===== src/rtl/stall_guard_pkg.sv =====
package stall_guard_pkg;
   typedef enum logic {
      CRIT_EDGE = 1'b0,
      CRIT_LOCK = 1'b1
   } crit_e;
endpackage


===== src/rtl/stall_tick.sv =====
module stall_tick #(
   parameter int PRESC_DIV = 4
) (
   input  logic clk,
   input  logic rst_n,
   output logic tick
);
   localparam int PW = (PRESC_DIV > 1) ? $clog2(PRESC_DIV) : 1;

   generate
      if (PRESC_DIV < 1) begin : g_bad_div
         $error("stall_tick: PRESC_DIV must be at least 1");
      end
      if (PRESC_DIV == 1) begin : g_direct
         assign tick = 1'b1;
      end else begin : g_div
         localparam logic [PW-1:0] LAST = PW'(PRESC_DIV - 1);
         logic [PW-1:0] pc;
         always_ff @(posedge clk or negedge rst_n) begin
            if (!rst_n)          pc <= '0;
            else if (pc == LAST) pc <= '0;
            else                 pc <= pc + 1'b1;
         end
         assign tick = (pc == LAST);

         // the tick is never asserted in two consecutive cycles
         p_tick_spaced_r9: assert property (@(posedge clk) disable iff (!rst_n)
            tick |=> !tick);
      end
   endgenerate
endmodule


===== src/rtl/stall_activity.sv =====
module stall_activity
   import stall_guard_pkg::*;
(
   input  logic clk,
   input  logic rst_n,
   input  logic run_req,
   input  logic crit_sel,
   input  logic lock_ok,
   input  logic fb_in,
   input  logic decel_hold,
   output logic restart
);
   logic fb_q;
   logic fb_edge;
   logic alive;
   crit_e mode;

   always_ff @(posedge clk or negedge rst_n) begin
      if (!rst_n) fb_q <= 1'b0;
      else        fb_q <= fb_in;
   end

   assign fb_edge = fb_in ^ fb_q;
   assign mode    = crit_e'(crit_sel);

   always_comb begin
      unique case (mode)
         CRIT_LOCK: alive = lock_ok;
         default:   alive = fb_edge;
      endcase
   end

   assign restart = !run_req || decel_hold || alive;

   // a change of feedback level seen across two samples restarts the count
   p_edge_restarts_r3: assert property (@(posedge clk) disable iff (!rst_n)
      (run_req && !crit_sel && $past(rst_n) && (fb_in != $past(fb_in))) |-> restart);
endmodule


===== src/rtl/stall_timer.sv =====
module stall_timer #(
   parameter int CNT_W = 16
) (
   input  logic             clk,
   input  logic             rst_n,
   input  logic             tick,
   input  logic             restart,
   input  logic             run_req,
   input  logic [CNT_W-1:0] timeout,
   output logic             fault
);
   localparam logic [CNT_W-1:0] CNT_MAX = {CNT_W{1'b1}};

   logic [CNT_W-1:0] cnt;
   logic             expired;

   generate
      if (CNT_W < 2) begin : g_bad_w
         $error("stall_timer: CNT_W must be at least 2");
      end
   endgenerate

   assign expired = !restart && (cnt >= timeout);

   always_ff @(posedge clk or negedge rst_n) begin
      if (!rst_n)                      cnt <= '0;
      else if (restart)                cnt <= '0;
      else if (tick && cnt != CNT_MAX) cnt <= cnt + 1'b1;
   end

   always_ff @(posedge clk or negedge rst_n) begin
      if (!rst_n)        fault <= 1'b0;
      else if (!run_req) fault <= 1'b0;
      else if (expired)  fault <= 1'b1;
   end

   // stop clears the fault on the following edge
   p_stop_clears_r4: assert property (@(posedge clk) disable iff (!rst_n)
      !run_req |=> !fault);
   // the fault is held while running
   p_fault_latched_r5: assert property (@(posedge clk) disable iff (!rst_n)
      (fault && run_req) |=> fault);
   // no wrap of the count at its maximum
   p_no_wrap_r8: assert property (@(posedge clk) disable iff (!rst_n)
      ((cnt == CNT_MAX) && !restart) |=> (cnt == CNT_MAX));
   // the count steps by at most one
   p_single_step_r9: assert property (@(posedge clk) disable iff (!rst_n)
      !restart |=> ((cnt == $past(cnt)) || (cnt == $past(cnt) + 1'b1)));
   // a rising fault needs an expired count in the cycle before
   p_trip_needs_expiry_r2: assert property (@(posedge clk) disable iff (!rst_n)
      $rose(fault) |-> $past(cnt >= timeout));
endmodule


===== src/rtl/stall_guard.sv =====
module stall_guard #(
   parameter int CNT_W     = 16,
   parameter int PRESC_DIV = 4,
   parameter int PHASES    = 3
) (
   input  logic              clk,
   input  logic              rst_n,
   input  logic              run_req,
   input  logic              crit_sel,
   input  logic              lock_ok,
   input  logic              fb_in,
   input  logic              decel_hold,
   input  logic [CNT_W-1:0]  timeout,
   input  logic [PHASES-1:0] hs_req,
   output logic [PHASES-1:0] hs_gate,
   output logic              fault
);
   logic tick;
   logic restart;

   generate
      if (PHASES < 1) begin : g_bad_ph
         $error("stall_guard: PHASES must be at least 1");
      end
   endgenerate

   stall_tick #(.PRESC_DIV(PRESC_DIV)) u_tick (
      .clk  (clk),
      .rst_n(rst_n),
      .tick (tick)
   );

   stall_activity u_act (
      .clk       (clk),
      .rst_n     (rst_n),
      .run_req   (run_req),
      .crit_sel  (crit_sel),
      .lock_ok   (lock_ok),
      .fb_in     (fb_in),
      .decel_hold(decel_hold),
      .restart   (restart)
   );

   stall_timer #(.CNT_W(CNT_W)) u_timer (
      .clk    (clk),
      .rst_n  (rst_n),
      .tick   (tick),
      .restart(restart),
      .run_req(run_req),
      .timeout(timeout),
      .fault  (fault)
   );

   generate
      for (genvar g = 0; g < PHASES; g++) begin : g_gate
         assign hs_gate[g] = hs_req[g] & ~fault;
      end
   endgenerate

   // no high-side enable passes while faulted
   p_gate_off_r6: assert property (@(posedge clk) disable iff (!rst_n)
      fault |-> (hs_gate == '0));
   // a held deceleration never sets a new fault
   p_hold_no_trip_r7: assert property (@(posedge clk) disable iff (!rst_n)
      (decel_hold && !fault) |=> !fault);
endmodule


===== config.mk =====
export PLATFORM = sky130hd
export DESIGN_NAME = stall_guard
export DESIGN_NICKNAME = d
export VERILOG_FILES = /design/src/rtl/stall_guard_pkg.sv /design/src/rtl/stall_tick.sv /design/src/rtl/stall_activity.sv /design/src/rtl/stall_timer.sv /design/src/rtl/stall_guard.sv
export SDC_FILE = /design/constraint.sdc
export NUM_CORES = 1
export LEC_CHECK = 0
export BUFFER_PORTS_ARGS = -buffer_cell sky130_fd_sc_hd__buf_4
export CAP_MARGIN = 5
export CORE_ASPECT_RATIO = 1.4
export CORE_MARGIN = 4
export CORE_UTILIZATION = 40
export CTS_BUF_LIST = sky130_fd_sc_hd__clkbuf_4 sky130_fd_sc_hd__clkbuf_8
export CTS_CLUSTER_DIAMETER = 30
export DETAILED_ROUTE_END_ITERATION = 10
export PLACE_DENSITY_LB_ADDON = 0.3
export SLEW_MARGIN = 20
export SYNTH_ARGS = -nofsm -noshare
export SYNTH_HDL_FRONTEND = slang
export SYNTH_SLANG_ARGS = --single-unit
export TNS_END_PERCENT = 10

===== constraint.sdc =====
create_clock -name clk -period 3.3 [get_ports clk]
set_clock_uncertainty 0.05 [all_clocks]
set_input_delay 0.33 -clock clk [delete_from_list [all_inputs] [get_ports clk]]
set_output_delay 0.33 -clock clk [all_outputs]
set_load 0.03 [all_outputs]

==> impl_metrics.xml <==
<?xml version="1.0" encoding="UTF-8"?>
<metrics>
  <group name="status">
    <metric name="result_of_the_run" unit="">finished, final reports clean</metric>
  </group>
  <group name="drt">
    <metric name="route.detailed.vias_per_inst" unit="">5.64</metric>
    <metric name="drtAntennaViolNets" unit="">0</metric>
    <metric name="detailedRoute.firstPassIterationCount" unit="">4</metric>
    <metric name="drt-initial-drc-count" unit="">44</metric>
    <metric name="num_vias" unit="">1394</metric>
    <metric name="postRouteWirelength" unit="um">3550</metric>
    <metric name="avgRoutedWirePerCell" unit="um">14.4</metric>
    <metric name="drc" unit="">0</metric>
  </group>
  <group name="synthesis">
    <metric name="ys.warnings.count" unit="">0</metric>
    <metric name="synthesis.area" unit="um2">1550</metric>
    <metric name="synth.net_count" unit="">218</metric>
    <metric name="synth_top_area_cell" unit="">sky130_fd_sc_hd__dfrtp_1</metric>
    <metric name="synth.yosys.seq_area_share" unit="">0.324</metric>
    <metric name="number_of_distinct_library_cells_after_synthesis" unit="">37</metric>
    <metric name="ys_top_cells_by_area" unit="">sky130_fd_sc_hd__dfrtp_1, sky130_fd_sc_hd__ha_1, sky130_fd_sc_hd__mux2i_1</metric>
    <metric name="post_synth.cell_area_avg" unit="um2">8.88</metric>
    <metric name="number_of_synthesized_register_bits" unit="">20</metric>
    <metric name="netlist_instances" unit="">174</metric>
    <metric name="yosys.area.top_type_share" unit="">0.324</metric>
  </group>
  <group name="floorplan">
    <metric name="area_of_the_core" unit="um2">3680</metric>
    <metric name="initial_core_util" unit="">0.420</metric>
    <metric name="full_die_area" unit="um2">4940</metric>
    <metric name="vertical_die_dimension" unit="um">81.5</metric>
    <metric name="top_level_ports" unit="">30</metric>
    <metric name="die_extent_in_x" unit="um">60.5</metric>
    <metric name="core_rows" unit="">26</metric>
  </group>
  <group name="sta">
    <metric name="timing.hold.ws" unit="ns">0.134</metric>
    <metric name="final_min_period_over_clock_period" unit="">0.628</metric>
    <metric name="fin_tns_setup" unit="ns">0</metric>
    <metric name="max_slew_margin" unit="">0.545</metric>
    <metric name="timing.fmax" unit="GHz">0.483</metric>
    <metric name="hold_viol" unit="">0</metric>
    <metric name="setup_viol_count_final" unit="">0</metric>
    <metric name="rsz_0062_raised_after_global_routing" unit="">no</metric>
    <metric name="timing_worst_slew_pin_value" unit="ns">0.680</metric>
    <metric name="drv_slew" unit="">0</metric>
    <metric name="final.min_clock_period" unit="ns">2.07</metric>
  </group>
  <group name="cts">
    <metric name="cts.path.max_buffers" unit="">2</metric>
    <metric name="clock_latency" unit="ns">0.26</metric>
    <metric name="post-cts-setup-buffer-count" unit="">0</metric>
    <metric name="tritoncts" unit="">done</metric>
    <metric name="post_cts.resized_instances" unit="">0</metric>
    <metric name="clock_tree_root_buffer_cell" unit="">sky130_fd_sc_hd__clkbuf_8</metric>
    <metric name="clock_sinks" unit="">20</metric>
    <metric name="cts-buffers-inserted" unit="">3</metric>
    <metric name="clock_transition_at_the_register_clock_pins_on_the_worst_setup_and_hold_paths_after_cts" unit="ns">0.08</metric>
    <metric name="cts.htree.levels" unit="">1</metric>
  </group>
  <group name="final_layout">
    <metric name="number_of_diodes_added_for_antenna_fixing" unit="">0</metric>
    <metric name="multi_input_logic_area" unit="um2">943</metric>
    <metric name="final_core_util" unit="">0.513</metric>
    <metric name="area_used_by_sequential_logic_in_the_layout" unit="um2">500</metric>
    <metric name="layout.filler_cells" unit="">381</metric>
    <metric name="layout.nets" unit="">250</metric>
    <metric name="flow.area_growth_from_synthesis" unit="%">22.0</metric>
    <metric name="ratio_of_cells_with_drive_above_1_in_the_final_layout" unit="">0.195</metric>
  </group>
  <group name="critical_path">
    <metric name="list_of_cells_traversed_by_the_critical_path" unit="">ha_1 -&gt; nand4_1 -&gt; nor3_1 -&gt; or4b_1 -&gt; a311oi_2</metric>
    <metric name="worst_setup_path_startpoint" unit="">u_timer.cnt[15]</metric>
    <metric name="critPathLaunchType" unit="">register</metric>
    <metric name="r2r_start" unit="">u_timer.cnt[15]</metric>
    <metric name="r2r-end" unit="">u_timer.fault</metric>
    <metric name="crit_path_max_fanout" unit="">5</metric>
    <metric name="crit_path_end" unit="">u_timer.fault</metric>
    <metric name="r2r_slack" unit="ns">1.23</metric>
    <metric name="timing.critical_path.arrival" unit="ns">2.20</metric>
    <metric name="cp-end-kind" unit="">register</metric>
    <metric name="slowest_delay" unit="ns">0.50</metric>
    <metric name="cp_data_required_time" unit="ns">3.43</metric>
    <metric name="crit_type" unit="">register to register</metric>
    <metric name="critPathSlowestCell" unit="">sky130_fd_sc_hd__or4b_1</metric>
    <metric name="reg2regPathDepth" unit="">5</metric>
  </group>
  <group name="placed_design">
    <metric name="detailed_place_hpwl" unit="um">2700</metric>
    <metric name="gp_routability_congestion" unit="">0.833</metric>
    <metric name="io_buffers" unit="">29</metric>
  </group>
  <group name="power_and_ir_drop">
    <metric name="pwr_density_cell" unit="nW/um2">302</metric>
    <metric name="max-vdd-ir-drop" unit="uV">266</metric>
    <metric name="fin_total_pwr" unit="W">0.000569</metric>
    <metric name="p_leak" unit="nW">0.854</metric>
  </group>
  <group name="job">
    <metric name="cap_viol_max_count" unit="">0</metric>
  </group>
  <group name="worst_hold_path">
    <metric name="hold_class" unit="">primary input to register</metric>
    <metric name="hold_depth" unit="">1</metric>
  </group>
  <group name="grt">
    <metric name="overflow" unit="">0</metric>
    <metric name="grt_antenna_before_repair" unit="">0</metric>
    <metric name="first_global_vias" unit="">1380</metric>
    <metric name="global_router_s_overall_resource_usage" unit="">0.159</metric>
    <metric name="first_pass_grt_wire_length" unit="um">6060</metric>
    <metric name="grt_start_max_net_pins" unit="">21</metric>
  </group>
</metrics>
-- routing by layer --
| layer | global-route usage | wire, um | vias to the layer above |
|---|---|---|---|
| met2 | 0.279 | 1790 | 28 |
| li1 | - | - | 709 |
| met3 | 0.0142 | 159 | 7 |
| met4 | 0.0672 | 83 | 0 |
| met5 | 0 | 0 | - |
| met1 | 0.196 | 1510 | 650 |
-- worst max-delay path: cells and delay by family (launching register included) --
kind / cells / cell delay [ns]
AOI/OAI and AO/OA: 1 / 0.24
and+or+nand+nor: 3 / 0.93
adders and majority gates: 1 / 0.32
DFF: 1 / 0.44
-- state kept, by name, summed over array words and instances, names as in the netlist --
| signal | count |
|---|---|
| u_timer.cnt | 16 |
| u_tick.g_div.pc | 2 |
| u_act.fb_q | 1 |
| u_timer.fault | 1 |
-- report_power, final --
part | switching [W] | internal, W
sequential | 0.000000483 | 0.000246
clock | 0.0000868 | 0.000162
combinational | 0.0000383 | 0.0000357
-- cells by family (layout without fill, tap and decap cells) --
family,Yosys count,count (layout),share of synthesized area
AOI/OAI and AO/OA,34,34,0.146
xor gates and xnor gates,1,1,0.00567
adders and majority gates,18,18,0.146
buffers and inverters,25,56,0.0656
DFF,20,20,0.324
muxes,10,10,0.0648
and+or+nand+nor,66,66,0.249
-- through the flow --
stage	instances	cell area (um2)	setup WS, ns
finish	247	1890	1.23
global route	247	1890	1.03
CTS	247	1890	1.23
detailed placement	242	1800	1.25
global placement	242	1800	1.24
floorplan	174	1550	1.47
-- Yosys cell counts --
library cell,instances
sky130_fd_sc_hd__or4b_1,1
sky130_fd_sc_hd__nand2_2,1
sky130_fd_sc_hd__mux2i_1,10
sky130_fd_sc_hd__a41oi_1,1
sky130_fd_sc_hd__a221oi_1,1
sky130_fd_sc_hd__a21oi_1,17
sky130_fd_sc_hd__nand3b_1,7
sky130_fd_sc_hd__o41ai_1,2
sky130_fd_sc_hd__a311oi_2,1
sky130_fd_sc_hd__nor3_1,3
sky130_fd_sc_hd__a21boi_1,1
sky130_fd_sc_hd__nor2_1,5
sky130_fd_sc_hd__clkbuf_1,3
sky130_fd_sc_hd__inv_1,20
sky130_fd_sc_hd__or4_1,5
sky130_fd_sc_hd__buf_4,2
sky130_fd_sc_hd__nand3_2,1
sky130_fd_sc_hd__a2bb2oi_1,1
sky130_fd_sc_hd__xor2_1,1
sky130_fd_sc_hd__and3_1,2
sky130_fd_sc_hd__nor3b_2,1
sky130_fd_sc_hd__a211oi_1,2
sky130_fd_sc_hd__nand2_1,11
sky130_fd_sc_hd__a2111oi_0,1
sky130_fd_sc_hd__nand3_1,16
sky130_fd_sc_hd__nand2b_1,1
sky130_fd_sc_hd__or3_1,1
sky130_fd_sc_hd__and4_1,1
sky130_fd_sc_hd__o31ai_1,4
sky130_fd_sc_hd__ha_1,18
sky130_fd_sc_hd__nor4_1,1
sky130_fd_sc_hd__and4_2,1
sky130_fd_sc_hd__nand4_1,5
sky130_fd_sc_hd__o21ai_0,1
sky130_fd_sc_hd__o21a_1,2
sky130_fd_sc_hd__nor2b_1,3
sky130_fd_sc_hd__dfrtp_1,20
-- what timing repair did --
item / in CTS / in global routing
hold buffers: 1 / 0
setup endpoints to repair: 0 / 0
endpoints found under the hold margin: 20 / 0
-- final cells by class --
cell class / instances / share of cell area
clock inverters: 1 / 0.0159
clock buffers: 3 / 0.0219
inverters: 20 / 0.0398
flip-flops and latches: 20 / 0.265
multi-input cells: 129 / 0.500
well taps: 42 / 0.0279
repair buffers: 32 / 0.129
-- how the worst min path moves through the flow --
stage	start	end	slack (ns)
floorplan	rst_n	u_act.fb_q	-0.02
global placement	rst_n	u_timer.cnt[13]	0.18
detailed placement	rst_n	u_timer.fault	0.18
CTS	fb_in	u_act.fb_q	0.13
global route	fb_in	u_act.fb_q	0.12
finish	fb_in	u_act.fb_q	0.13
-- layout by cell type, fill, tap and decap left out, types with 2 or more instances in the layout --
master / synthesis / routed
sky130_fd_sc_hd__nand3_1: 16 / 16
sky130_fd_sc_hd__o41ai_1: 2 / 2
sky130_fd_sc_hd__nor3_1: 3 / 3
sky130_fd_sc_hd__a211oi_1: 2 / 2
sky130_fd_sc_hd__and3_1: 2 / 2
sky130_fd_sc_hd__buf_4: 2 / 31
sky130_fd_sc_hd__nand4_1: 5 / 5
sky130_fd_sc_hd__inv_1: 20 / 20
sky130_fd_sc_hd__ha_1: 18 / 18
sky130_fd_sc_hd__nor2b_1: 3 / 3
sky130_fd_sc_hd__mux2i_1: 10 / 10
sky130_fd_sc_hd__nand2_1: 11 / 11
sky130_fd_sc_hd__dfrtp_1: 20 / 20
sky130_fd_sc_hd__o21a_1: 2 / 2
sky130_fd_sc_hd__a21oi_1: 17 / 17
sky130_fd_sc_hd__o31ai_1: 4 / 4
sky130_fd_sc_hd__nand3b_1: 7 / 7
sky130_fd_sc_hd__or4_1: 5 / 5
sky130_fd_sc_hd__clkbuf_8: 0 / 3
sky130_fd_sc_hd__nor2_1: 5 / 5
Power figures use the tool's default switching activity.
